--- config.mk ---
export PLATFORM = sky130hd
export DESIGN_NAME = lane_steer_unit
export DESIGN_NICKNAME = d
export VERILOG_FILES = /design/src/rtl/lane_steer_pkg.sv /design/src/rtl/lane_geom.sv /design/src/rtl/lane_load_extract.sv /design/src/rtl/lane_store_place.sv /design/src/rtl/lane_steer_unit.sv
export SDC_FILE = /design/constraint.sdc
export NUM_CORES = 1
export LEC_CHECK = 0
export BUFFER_PORTS_ARGS = -buffer_cell sky130_fd_sc_hd__buf_4
export CAP_MARGIN = 20
export CORE_MARGIN = 1.5
export CORE_UTILIZATION = 41
export DETAILED_ROUTE_END_ITERATION = 8
export PLACE_DENSITY = 0.85
export SLEW_MARGIN = 20
export SYNTH_ARGS = -nofsm -noshare
export SYNTH_HDL_FRONTEND = slang
export SYNTH_SLANG_ARGS = --single-unit
--- constraint.sdc ---
create_clock -name vclk -period 3.2
set_input_delay 0 -clock vclk [all_inputs]
set_output_delay 0 -clock vclk [all_outputs]
set_load 0.02 [all_outputs]
--- src/rtl/lane_steer_pkg.sv ---
package lane_steer_pkg;

  typedef enum logic [1:0] {
    ACC_BYTE     = 2'b00,
    ACC_HALF     = 2'b01,
    ACC_WORD     = 2'b10,
    ACC_WORD_ALT = 2'b11
  } acc_size_e;

endpackage

--- src/rtl/lane_geom.sv ---
module lane_geom
  import lane_steer_pkg::*;
#(
  parameter int LANES = 4,
  parameter int OFF_W = $clog2(LANES)
) (
  input  logic [OFF_W-1:0] offset,
  input  acc_size_e        size,
  input  logic             big_endian,
  output logic [OFF_W-1:0] span_m1,
  output logic [OFF_W-1:0] low_lane,
  output logic [LANES-1:0] lane_mask,
  output logic             misalign
);

  localparam logic [OFF_W-1:0] TOP_LANE = OFF_W'(LANES - 1);

  always_comb begin
    unique case (size)
      ACC_BYTE: span_m1 = '0;
      ACC_HALF: span_m1 = OFF_W'(1);
      default:  span_m1 = TOP_LANE;
    endcase
  end

  // Alignment: the offset must be a multiple of the access width.
  assign misalign = (offset & span_m1) != '0;

  // Lane holding the least significant byte of the access.
  assign low_lane = big_endian ? (TOP_LANE - span_m1 - offset) : offset;

  for (genvar gi = 0; gi < LANES; gi++) begin : g_mask
    assign lane_mask[gi] = (gi >= int'(low_lane)) &&
                           (gi <= int'(low_lane) + int'(span_m1));
  end

endmodule

--- src/rtl/lane_load_extract.sv ---
module lane_load_extract #(
  parameter int LANES  = 4,
  parameter int OFF_W  = $clog2(LANES),
  parameter int DATA_W = 8 * LANES
) (
  input  logic [DATA_W-1:0] rdata,
  input  logic [OFF_W-1:0]  span_m1,
  input  logic [OFF_W-1:0]  low_lane,
  input  logic              sign_ext,
  input  logic              misalign,
  output logic [DATA_W-1:0] value
);

  localparam int SH_W = OFF_W + 3;

  logic [DATA_W-1:0] shifted;
  logic              fill;

  assign shifted = rdata >> {low_lane, 3'b000};
  assign fill    = sign_ext & shifted[SH_W'({span_m1, 3'b111})];

  for (genvar gi = 0; gi < LANES; gi++) begin : g_lane
    assign value[8*gi +: 8] = misalign ? 8'h00 :
                              (gi <= int'(span_m1)) ? shifted[8*gi +: 8] :
                              {8{fill}};
  end

endmodule

--- src/rtl/lane_store_place.sv ---
module lane_store_place #(
  parameter int LANES  = 4,
  parameter int OFF_W  = $clog2(LANES),
  parameter int DATA_W = 8 * LANES
) (
  input  logic [DATA_W-1:0] value,
  input  logic [OFF_W-1:0]  span_m1,
  input  logic [OFF_W-1:0]  low_lane,
  input  logic [LANES-1:0]  lane_mask,
  input  logic              store_en,
  input  logic              misalign,
  output logic [DATA_W-1:0] wdata,
  output logic [LANES-1:0]  strobe
);

  logic [DATA_W-1:0] trimmed;
  logic              active;

  assign active = store_en & ~misalign;

  for (genvar gi = 0; gi < LANES; gi++) begin : g_trim
    assign trimmed[8*gi +: 8] = (gi <= int'(span_m1)) ? value[8*gi +: 8] : 8'h00;
  end

  assign wdata  = active ? (trimmed << {low_lane, 3'b000}) : '0;
  assign strobe = active ? lane_mask : '0;

endmodule

--- src/rtl/lane_steer_unit.sv ---
module lane_steer_unit
  import lane_steer_pkg::*;
#(
  parameter int LANES   = 4,
  parameter int REG_OUT = 0,
  parameter int OFF_W   = $clog2(LANES),
  parameter int DATA_W  = 8 * LANES
) (
  input  logic              clk,
  input  logic              rst,
  input  logic              big_endian,
  input  logic [1:0]        size_sel,
  input  logic              sign_ext,
  input  logic [OFF_W-1:0]  addr_off,
  input  logic              store_en,
  input  logic [DATA_W-1:0] store_value,
  input  logic [DATA_W-1:0] mem_rdata,
  output logic [DATA_W-1:0] load_value,
  output logic [DATA_W-1:0] store_data,
  output logic [LANES-1:0]  store_strobe,
  output logic              misalign
);

  acc_size_e         size;
  logic [OFF_W-1:0]  span_m1;
  logic [OFF_W-1:0]  low_lane;
  logic [LANES-1:0]  lane_mask;
  logic              mis_c;
  logic [DATA_W-1:0] load_c;
  logic [DATA_W-1:0] wdata_c;
  logic [LANES-1:0]  strobe_c;

  assign size = acc_size_e'(size_sel);

  lane_geom #(.LANES(LANES), .OFF_W(OFF_W)) u_geom (
    .offset     (addr_off),
    .size       (size),
    .big_endian (big_endian),
    .span_m1    (span_m1),
    .low_lane   (low_lane),
    .lane_mask  (lane_mask),
    .misalign   (mis_c)
  );

  lane_load_extract #(.LANES(LANES), .OFF_W(OFF_W), .DATA_W(DATA_W)) u_load (
    .rdata    (mem_rdata),
    .span_m1  (span_m1),
    .low_lane (low_lane),
    .sign_ext (sign_ext),
    .misalign (mis_c),
    .value    (load_c)
  );

  lane_store_place #(.LANES(LANES), .OFF_W(OFF_W), .DATA_W(DATA_W)) u_store (
    .value     (store_value),
    .span_m1   (span_m1),
    .low_lane  (low_lane),
    .lane_mask (lane_mask),
    .store_en  (store_en),
    .misalign  (mis_c),
    .wdata     (wdata_c),
    .strobe    (strobe_c)
  );

  if (REG_OUT != 0) begin : g_reg
    always_ff @(posedge clk) begin
      if (rst) begin
        load_value   <= '0;
        store_data   <= '0;
        store_strobe <= '0;
        misalign     <= 1'b0;
      end else begin
        load_value   <= load_c;
        store_data   <= wdata_c;
        store_strobe <= strobe_c;
        misalign     <= mis_c;
      end
    end
  end else begin : g_comb
    assign load_value   = load_c;
    assign store_data   = wdata_c;
    assign store_strobe = strobe_c;
    assign misalign     = mis_c;
  end

  AST_MIS_NO_STROBE: assert property (@(posedge clk) disable iff (rst)
    mis_c |-> (strobe_c == '0 && load_c == '0));

  AST_IDLE_NO_STROBE: assert property (@(posedge clk) disable iff (rst)
    !store_en |-> (strobe_c == '0 && wdata_c == '0));

  AST_BYTE_ALIGNED: assert property (@(posedge clk) disable iff (rst)
    (size_sel == 2'b00) |-> !mis_c);

  AST_STROBE_COUNT: assert property (@(posedge clk) disable iff (rst)
    (strobe_c != '0) |-> ($countones(strobe_c) ==
      ((size_sel == 2'b00) ? 1 : (size_sel == 2'b01) ? 2 : LANES)));

  AST_WORD_FULL: assert property (@(posedge clk) disable iff (rst)
    (store_en && size_sel[1] && addr_off == '0) |-> (strobe_c == '1));

  AST_BYTE_ZEXT: assert property (@(posedge clk) disable iff (rst)
    (size_sel == 2'b00 && !sign_ext) |-> (load_c[DATA_W-1:8] == '0));

endmodule

Word-level counts from Yosys, hierarchy flattened
Index checks and enable logic that the tools add are counted.

Eq/ne operators: 1. Bitwise gates (word level): 4. Add/sub/neg operators: 3. $lt $le $gt $ge: 11. Multiplexer cells: 16. Reduce and logical (&&, ||, !) cells: 5. Shift-type cells: 2.

Operators with widths (count): $mux 8 (10); $le 3x32->1 const A (2); $le 1x32->1 const A (1); $le 2x32->1 const A (1); $mux 32 (1); $shl 32x5->32 (1); $shr 32x5->32 (1); $lt 5x6->1 const B (1); $ge 1x2->1 const A (2); $le 2x2->1 const A (2); $mux 4 (1); $pmux 2 s2 (1); $add 2x2->3 (1); $logic_and 1x1->1 (3); $and 1x1->1 (2); $and 2x2->2 (1); $bmux 1 s2 (1); $eq 2x1->1 const B (1); $ge 2x2->1 const A (1); $le 1x2->1 const A (1); $logic_not 2->1 (1); $mux 2 (1); $reduce_bool 2->1 (1); $sub 2x2->2 (1); other kinds (3) (3).

Logic and storage cells: 42. Output and inout port bits: 69. Flip-flop bits (word level): 0.

Depth between registers and ports, before layout
Gate-level depths: netlist (run 1).

Word-level depth: 11. Gate-level depth with buffers: 15. Gate-level depth less buffers: 11.

By module
Synthesis (run 1) repeated with hierarchy kept, for this count alone.

Cell total of the unflattened synthesis: 237. Area total of the unflattened synthesis: 1702.9 µm².

By module, submodules not included: lane_store_place (times used 1, area an instance 795.8 µm², cells each 106); lane_load_extract (times used 1, area an instance 738.2 µm², cells each 109); lane_geom (times used 1, area an instance 168.9 µm², cells each 22).

Worst setup path before layout (run 1)
OpenSTA, ideal clock, no wires.

Kind: input port to output port. Start: in size_sel[1]. End: out store_strobe[2]. Data required time: 3.200 ns. Slack: 0.122 ns. Stages: 14. Buffers on the path: 4. Data arrival time: 3.078 ns. Cell sequence: nor2_1 > inv_1 > clkbuf_1 > clkbuf_1 > ha_1 > nor2b_1 > buf_2 > nor2_4 > inv_2 > buf_2 > ha_1 > inv_1 > fa_1 > a221oi_1.

Word-level cells in the longest chain between the ends: 9. Elaborated cells between the ends (all ways): 15. Those cells by class: add/sub: 3; order compare: 2; eq/ne: 1; mux: 3; bitwise: 3; reduce/logical: 3.

RTL lines: start: declaration (line lane_steer_unit.sv:12) `input logic [1:0] size_sel,`; $eq 2x1->1 / $logic_not 2->1 (equally long branches) (line lane_geom.sv:19) `unique case (size)`; $pmux 2 s2 * (line lane_geom.sv:19); $sub 2x2->2 (2 in a row) (line lane_geom.sv:30) `assign low_lane = big_endian ? (TOP_LANE - span_m1 - offset) : offset;`; $mux 2 (line lane_geom.sv:30); $add 2x2->3 (line lane_geom.sv:34) `(gi <= int'(low_lane) + int'(span_m1));`; $le 3x32->1 (line lane_geom.sv:34); $logic_and 1x1->1 (line lane_geom.sv:33) `assign lane_mask[gi] = (gi >= int'(low_lane)) &&`; $mux 4 * (line lane_store_place.sv:26) `assign strobe = active ? lane_mask : '0;`; end: declaration (line lane_steer_unit.sv:20) `output logic [LANES-1:0] store_strobe,`.

Every way passes the cells marked *; elsewhere a longest branch is shown, timed or not.

Worst setup path after layout (run 1)
Start: in size_sel[1]. End: out load_value[16].

Word-level cells in the longest chain between the ends: 11. Elaborated cells between the ends (all ways): 15. Those cells by class: add/sub: 2; order compare: 1; eq/ne: 1; shift: 1; mux: 6; bitwise: 2; reduce/logical: 2.

RTL lines: $eq 2x1->1 / $logic_not 2->1 (equally long branches) (line lane_geom.sv:19); $pmux 2 s2 * (line lane_geom.sv:19); $sub 2x2->2 (2 in a row) (line lane_geom.sv:30); $mux 2 (line lane_geom.sv:30); $shr 32x5->32 (line lane_load_extract.sv:19) `assign shifted = rdata >> {low_lane, 3'b000};`; $bmux 1 s2 (line lane_load_extract.sv:20) `assign fill = sign_ext & shifted[SH_W'({span_m1, 3'b111})];`; $mux 1 (implied by the code) (line lane_load_extract.sv:20); $and 1x1->1 (line lane_load_extract.sv:20); $mux 8 (line lane_load_extract.sv:24) `(gi <= int'(span_m1)) ? shifted[8*gi +: 8] :`; $mux 8 * (line lane_load_extract.sv:23) `assign value[8*gi +: 8] = misalign ? 8'h00 :`; end: declaration (line lane_steer_unit.sv:18) `output logic [DATA_W-1:0] load_value,`.

Every way passes the cells marked *; elsewhere a longest branch is shown, timed or not. The select of a mux whose other input is x is not followed.

==> results of run 1 <==
[logic make-up (layout without fill, tap and decap cells)]
kind of cell | after synthesis | count (layout) | share of synthesized area, %
muxes | 17 | 17 | 10.3
adders and majority gates | 4 | 4 | 3.46
AOI/OAI and AO/OA | 108 | 108 | 42.6
buffers and inverters | 35 | 160 | 9.03
xor gates and xnor gates | 1 | 1 | 0.527
and+or+nand+nor | 119 | 119 | 34.1
[Yosys cell counts, types with 3 or more instances]
cell type / instances / area share (%)
and3_1: 8 / 3.0
nand4_1: 4 / 1.5
nand3_1: 17 / 5.1
a211oi_1: 15 / 6.8
and2_1: 14 / 5.3
o21ai_0: 23 / 6.9
clkbuf_1: 18 / 4.1
buf_2: 5 / 1.5
o22a_1: 8 / 4.2
inv_1: 6 / 1.4
a21oi_1: 33 / 9.9
nand2_1: 42 / 9.5
o31ai_1: 9 / 4.1
o21a_1: 6 / 2.7
nand2b_1: 3 / 1.1
mux2i_1: 16 / 9.6
nor2b_1: 3 / 1.1
nor4_1: 4 / 1.5
nor2_1: 22 / 5.0
ha_1: 3 / 2.3
[power by group through the flow]
stage	clock, W	combinational [W]	sequential, W
2_1_floorplan	0	0.000347	0
3_3_place_gp	0	0.000575	0
3_5_place_dp	0	0.000583	0
4_1_cts	0	0.000585	0
5_1_grt	0	0.000633	0
6_report	0	0.000589	0
[cell type report]
| class | instances | area [µm²] |
|---|---|---|
| multi-input combinational | 249 | 1510 |
| timing repair buffer | 151 | 1130 |
| fill | 327 | 1030 |
| tap | 48 | 60.1 |
| inverter | 9 | 33.8 |
[final timing paths]
check | start | to | slack, ns | cells after the start
min | store_value[5] | store_data[5] | 0.33 | 3
max | size_sel[1] | load_value[16] | 0.43 | 11
[through the flow]
| stage | setup slack, ns | area, µm² |
|---|---|---|
| after floorplan | 0.122 | 1660 |
| after global placement | 0.557 | 2740 |
| after detailed placement | 0.498 | 2740 |
| after CTS | 0.493 | 2740 |
| after global routing | 0.216 | 2740 |
| final | 0.430 | 2740 |
[metal layers]
layer | GRT usage [%] | up-vias | wire length, µm | part of all wire, %
li1 | - | 1300 | - | -
met5 | 0 | - | 0 | 0
met1 | 36.8 | 1247 | 2750 | 38
met4 | 4.08 | 0 | 36 | 0.49
met3 | 4.73 | 8 | 905 | 12
met2 | 56.4 | 184 | 3610 | 49
[tightest hold or removal path: cells and delay by family]
| kind | cells | cell delay (ns) |
|---|---|---|
| buffers and inverters | 2 | 0.22 |
| AND/OR/NAND/NOR | 1 | 0.11 |
[cell usage in the layout, fill, tap and decap left out, types with 2 or more instances in the layout]
master and count:
o31ai_1 9, nor2b_1 3, nor4_1 4, nand4_1 4
inv_2 2, nand3_1 17, inv_1 6, o22a_1 8
a221oi_1 2, ha_1 3, o21a_1 6, nand2b_1 3
mux2i_1 16, o21ai_0 23, o21ai_1 2, and3_1 8
a211oi_1 15, and2_1 14, a21boi_0 2, a21oi_1 33
buf_4 151, a31oi_1 2, nor2_1 22, nand2_1 42
==> metrics, run 1 <==
# clk buffers=0; Post-DRT Antenna Nets=0; Tcrit/Tclk final=~87%; ratio of cells with drive above 1 in the final layout=38.4%; starting density of the core=44.1%; DRT iter0 DRCs=about 270; Worst path max stage delay=~0.63 ns; Core Area=3770 µm²; CP bufs+invs=4; I/O Buffers=140; total power=0.000589 W; Internal Power=roughly 0.00025 W; Vias=2739; Fin. Hold Viols=0; Worst EP required=3.20 ns; Lkg Pwr=1.40 nW; number of synthesis warnings=0; n_diodes=0; startpoint types=input pin; initial antenna violation count=0; Hold Slack=0.326 ns; Clock Power Share=0%; post-synthesis sequential area ratio=0%; max-cap viol count=0; Post-Synthesis Cells=284; Die Footprint=4450 µm²; P per Cell Area=215 nW/µm²; Rel. slew slack=between 50 and 60%; Arrival @ worst endpoint=2.77 ns; DR DRC count=0; Peak VDD IR=0.000116 V; # placed instances=457; gr usage total=30.2%; outcome=finished, final reports clean; Pins Over Slew Limit=0; cts repair resizes=0; DPL Wire Length=5.39 mm; die outline width=about 67 µm; Worst Tran Pin Value=0.690 ns; post-cts hold buffer count=0; boundary pin count=142; non-filler cells, final=457; Mapped Area=1660 µm²; postcts setup bufs=0; Critical Path, Cell by Cell=buf_4 > nor2_1 > inv_1 > ha_1 > nor2b_1 > nor2_4 > buf_4 > o21ai_0 > o311ai_4 > o31ai_1 > buf_4; Hold Path Class=in2out; num sequential=0; Synth cell types=40; vias in the first global route=~2400; first-pass GRT wire length=10.9 mm; Comb pwr share=100.0%; part of the power in registers=0%; Post-Route WL=approximately 7.3 mm; DIE HEIGHT=66.7 µm; Post-Syn Area per Cell=5.86 µm²; CP delay by family, top=compound AO/OA/AOI/OAI gates; Setup CP Type=in2out; final core occ=72.7%; most numerous cell on the critical path=buf_4; register area=0 µm²; switching portion of total power=57.1%; drt via density=5.99; unrepaired setup endpoints after global routing=false; crit path max-delay cell type=o311ai_4; Syn Nets=361; router iterations before antenna repair=6; setup TNS=0 ns; grt ovf=0; Critical Path Fanout Max=25; fmax=0.361 GHz; Final #Nets=just under 500; sw power=0.000336 W; DR WL/cell=about 16 µm; min cycle time layout=2.77 ns; Finish-stage setup viols=0; Core Rows=22; Crit. End Element=output pin; largest net degree at the start of global routing=31; routability congestion estimate=0.912; P&R area growth vs syn=64.8%
(Power assumes the default switching activity.)
==> inputs of run 2 (changes only) <==
Settings changed: MAX_ROUTING_LAYER set to met4.
==> run 2 against run 1 <==
Critical path type unchanged. Die area stayed put. Flip-flop and latch count stayed put. Non-clock buffer count stayed put. Global-route usage is 0.96 points higher. Count of clock-buffer cells in the layout stayed put. Utilization stayed put. First-iteration DRC count is 7.1% higher. Critical endpoint unchanged. Final cell count stayed put. Total power is 0.34% higher. Combinational power hardly changed.
==> metrics, run 2 (synthesized netlist as in run 1, its figures left out) <==
Finish-stage setup viols=0 (unchanged); unrepaired setup endpoints after global routing=false; Die Footprint=4450 µm² (unchanged); I/O Buffers=140 (unchanged); startpoint types=input pin; initial antenna violation count=0 (unchanged); Worst Tran Pin Value=0.676 ns (-0.0142 ns); Arrival @ worst endpoint=2.78 ns (about the same); # fillers=327 (unchanged); Core Rows=22 (unchanged); Crit. End Element=output pin; Critical Path Fanout Max=25 (unchanged); Core Area=3770 µm² (unchanged); min cycle time layout=2.78 ns (+0.00558 ns); Lkg Pwr=1.40 nW (unchanged); total power=0.000591 W (+0.34%); boundary pin count=142 (unchanged); Worst EP required=3.20 ns (about the same); Setup CP Type=in2out; # clk buffers=0 (unchanged); Final #Nets=488 (unchanged); DRT iter0 DRCs=287 (+7.1%); Post-Route WL=7.40 mm (+1.4%); post-cts hold buffer count=0 (unchanged); Pins Over Slew Limit=0 (unchanged); gr usage total=31.1% (+0.96 points); P per Cell Area=216 nW/µm² (+0.34%); Post-DRT Antenna Nets=0 (unchanged); vias in the first global route=2366 (-0.29%); num sequential=0 (unchanged); starting density of the core=44.1% (unchanged); P&R area growth vs syn=64.8% (unchanged); Multi-input gate area=1510 µm² (unchanged); Rel. slew slack=54.8% (+0.95 points); outcome=finished, final reports clean; Vias=2764 (+0.91%); drt via density=6.05 (+0.91%); n_diodes=0 (unchanged); DIE HEIGHT=66.7 µm (unchanged); DPL Wire Length=5.39 mm (unchanged); die outline width=66.7 µm (unchanged); Peak VDD IR=0.000116 V (+0.20%); ratio of cells with drive above 1 in the final layout=38.4% (unchanged); largest net degree at the start of global routing=31 (unchanged); fmax=0.360 GHz (-0.20%); DR WL/cell=16.2 µm (+1.4%); register area=0 µm² (unchanged); routability congestion estimate=0.928 (+1.7%); setup TNS=0 ns (unchanged); most common cell after layout, fill and taps aside=buf_4; most frequent cells in the layout=buf_4 (151), nand2_1 (42), a21oi_1 (33); grt ovf=0 (unchanged); DR DRC count=0 (unchanged); Hold Path Class=in2out; cts repair resizes=0 (unchanged); max-cap viol count=0 (unchanged); postcts setup bufs=0 (unchanged); first-pass GRT wire length=10.9 mm (+0.26%); Tcrit/Tclk final=86.7% (+0.17 points); router iterations before antenna repair=6 (unchanged); Fin. Hold Viols=0 (unchanged)
==> run 2: cell counts in the layout (fill, tap and decap cells not counted) <==
Identical to the previous run, type by type.
==> run 2: metrics by stage <==
| stage | hold WS (ns) | cell area (µm²) | utilization, % | setup slack [ns] | cells |
|---|---|---|---|---|---|
| 6_report | 0.327 | 2740 | 72.7 | 0.424 | 457 |
| 5_1_grt | 0.336 | 2740 | 72.7 | 0.214 | 457 |
| 4_1_cts | 0.328 | 2740 | 72.7 | 0.493 | 457 |
| 3_5_place_dp | 0.327 | 2740 | 72.7 | 0.498 | 457 |
| 3_3_place_gp | 0.325 | 2740 | 72.7 | 0.557 | 457 |
| 2_1_floorplan | 0.178 | 1660 | - | 0.122 | 284 |
==> run 2: report_power, final <==
group | total (W) | internal (W) | switching (W) | leakage, nW
clock | 0 | 0 | 0 | 0
sequential | 0 | 0 | 0 | 0
combinational | 0.000591 | 0.000252 | 0.000338 | 1.40
==> run 2: worst max-delay path: stages <==
cell and delay [ns]:
buf_4 0.17, nor2_1 0.36, inv_1 0.11, ha_1 0.34, nor2b_1 0.09, nor2_4 0.12
buf_4 0.30, o21ai_0 0.25, o311ai_4 0.62, o31ai_1 0.19, buf_4 0.20
==> run 2: final timing paths <==
check / startpoint / to / slack [ns] / cells past startpoint
setup / recovery: size_sel[1] / load_value[16] / 0.42 / 11
hold / removal: store_value[5] / store_data[5] / 0.33 / 3
==> run 2: final cells by class <==
type	instances	share of cell area (%)
inverters	9	1.23
multi-input cells	249	55.2
well taps	48	2.19
repair buffers	151	41.4
==> run 2: metal layers <==
| layer | global-route usage, % | vias to the layer above | part of all wire (%) |
|---|---|---|---|
| li1 | - | 1295 | - |
| met1 | 38.1 | 1285 | 39 |
| met2 | 56.0 | 178 | 50 |
| met3 | 3.89 | 6 | 11 |
| met4 | 4.08 | 0 | 0.35 |
| met5 | - | - | 0 |
==> inputs of run 3 (changes only) <==
Settings changed: ABC_AREA set to 1, CORE_UTILIZATION 41 to 43, PLACE_DENSITY 0.85 to 0.86.
==> run 3 against run 2 <==
Utilization down 3.1 points. Combinational power up 2%. Synthesized cell count up 37%. Fmax up 8.4%. Via count up 4.9%. Count of clock-buffer cells in the layout unchanged. Worst hold slack better by 0.014 ns. Routed wire length down 4.0%. Largest power group unchanged.
==> metrics, run 3 <==
Synth cell types=30 (-25%); Peak VDD IR=0.000107 V (-8.1%); # placed instances=553 (+21%); Vias=2899 (+4.9%); postcts setup bufs=0 (unchanged); most frequent cells in the layout=buf_4 (146), nand2_1 (135), nor2_1 (45); min cycle time layout=2.56 ns (-0.215 ns); most numerous cell on the critical path=buf_4; I/O Buffers=140 (unchanged); Tcrit/Tclk final=80.0% (-6.7 points); boundary pin count=142 (unchanged); most common cell after layout, fill and taps aside=buf_4; P&R area growth vs syn=53.0%; largest cells by area after synthesis=nand2_1 (27%), a21oi_1 (11%), o21ai_0 (9.4%); Yosys top cell by area=nand2_1; max-cap viol count=0 (unchanged); initial antenna violation count=0 (unchanged); CP bufs+invs=3 (-1); Worst EP required=3.20 ns (about the same); Critical Path, Cell by Cell=buf_4 > nor2_2 > inv_1 > ha_1 > nand2_2 > nand2_4 > nand2_1 > o21ai_0 > a211oi_1 > buf_4; # fillers=407 (+24%); num sequential=0 (unchanged); grt ovf=0 (unchanged); worst setup path startpoint=size_sel[1]; post-cts hold buffer count=0 (unchanged); Fin. Hold Viols=0 (unchanged); Post-Syn Area per Cell=4.79 µm² (-18%); setup TNS=0 ns (unchanged); DRT iter0 DRCs=157 (-45%); Synth top cells by count=nand2_1 (135), nor2_1 (46), a21oi_1 (41); Die Footprint=4720 µm² (+6.2%); fmax=0.391 GHz (+8.4%); n_diodes=0 (unchanged); Post-Route WL=7.11 mm (-4.0%); startpoint types=input pin; Final #Nets=582 (+19%); Post-DRT Antenna Nets=0 (unchanged); Core Area=4090 µm² (+8.4%); largest net degree at the start of global routing=47 (+52%); post-synthesis sequential area ratio=0% (unchanged); number of synthesis warnings=0 (unchanged); register area=0 µm² (unchanged); starting density of the core=45.5% (+1.4 points); Syn Nets=465 (+29%); DIE HEIGHT=68.7 µm (+3.1%); die outline width=68.7 µm (+3.1%); Hold Path Class=in2out; CP delay by family, top=simple AND/OR/NAND/NOR gates; DPL Wire Length=5.37 mm (-0.24%); cts repair resizes=0 (unchanged); first-pass GRT wire length=10.9 mm (about the same); routability congestion estimate=0.822 (-11%); Post-Synthesis Cells=388 (+37%); Critical Path Fanout Max=46 (+84%); Finish-stage setup viols=0 (unchanged); Mapped Area=1860 µm² (+12%); most frequent cell after synthesis=nand2_1; Pins Over Slew Limit=0 (unchanged); P per Cell Area=211 nW/µm² (-1.9%); worst slack, placed=0.669 ns (+0.171 ns); ratio of cells with drive above 1 in the final layout=34.0% (-4.4 points); drt via density=5.24 (-13%); non-filler cells, final=553 (+21%); Hold Slack=0.340 ns (+0.0136 ns); Rel. slew slack=50.5% (-4.3 points); # clk buffers=0 (unchanged); Crit. End Element=output pin; Setup CP Type=in2out; Worst path max stage delay=0.66 ns (+0.04 ns); crit path max-delay cell type=nand2_1; Worst Tran Pin Value=0.740 ns (+0.0645 ns); critical path depth=10 (-1); outcome=finished, final reports clean; min setup slack post-route=0.639 ns (+0.215 ns); Core Rows=23 (+4.5%); router iterations before antenna repair=4 (-2); vias in the first global route=2487 (+5.1%); DR WL/cell=12.9 µm (-21%); Lkg Pwr=1.63 nW (+17%); Worst setup endpoint=load_value[0]; Yosys top cell area share=27.3% (+17 points); Arrival @ worst endpoint=2.56 ns (-0.22 ns); final core occ=69.6% (-3.1 points); unrepaired setup endpoints after global routing=false; DR DRC count=0 (unchanged); gr usage total=29.7% (-1.5 points)
## run 3: changes by cell type in the layout (fill, tap and decap cells not counted), moves of 12 or more
cell and delta:
nand2_1 +93, inv_1 +22, nor2_1 +23, o21ai_0 +12, mux2i_1 -16, and2_1 -14
## run 3: cells by family after synthesis
family / synth area share [%]
adders and majority gates: 3.10
buffers and inverters: 16.0
AOI/OAI and AO/OA: 32.1
and+or+nand+nor: 48.8
## run 3: where the power goes
part           switching, W  leakage, nW  total, W  internal, W
Combinational      0.000363         1.63  0.000601     0.000238
Clock                     0            0         0            0
Sequential                0            0         0            0
## run 3: stage by stage
stage | instance area [µm²] | total power (W)
6_report | 2840 | 0.000601
3_3_place_gp | 2840 | 0.000591
5_1_grt | 2840 | 0.000665
3_5_place_dp | 2840 | 0.000599
4_1_cts | 2840 | 0.000601
2_1_floorplan | 1860 | 0.000382
## run 3: tightest hold or removal path: stages
cell,delay [ns]
buf_4,0.08
nor2_1,0.03
nor2_1,0.09
buf_4,0.14
## run 3: cell type report
class / instances / area, µm² / share of cell area [%]
inverters: 32 / 120 / 4.23
multi-input cells: 325 / 1560 / 55.0
well taps: 50 / 62.6 / 2.20
repair buffers: 146 / 1100 / 38.6
## run 3: worst min-delay path by stage
| stage | start | to | depth (start not counted) | slack [ns] |
|---|---|---|---|---|
| after floorplan | store_value[4] | store_data[4] | 2 | 0.17 |
| after global placement | mem_rdata[4] | load_value[4] | 4 | 0.34 |
| after detailed placement | mem_rdata[4] | load_value[4] | 4 | 0.34 |
| after CTS | mem_rdata[4] | load_value[4] | 4 | 0.34 |
| after global routing | mem_rdata[5] | load_value[5] | 4 | 0.37 |
| final | mem_rdata[4] | load_value[4] | 4 | 0.34 |
## run 3: routing by layer
layer | up-vias | wire length, µm | GRT usage, %
met2 | 111 | 3560 | 51.0
li1 | 1491 | - | -
met5 | - | 0 | -
met1 | 1287 | 2970 | 36.9
met4 | 0 | 106 | 6.62
met3 | 10 | 475 | 4.22
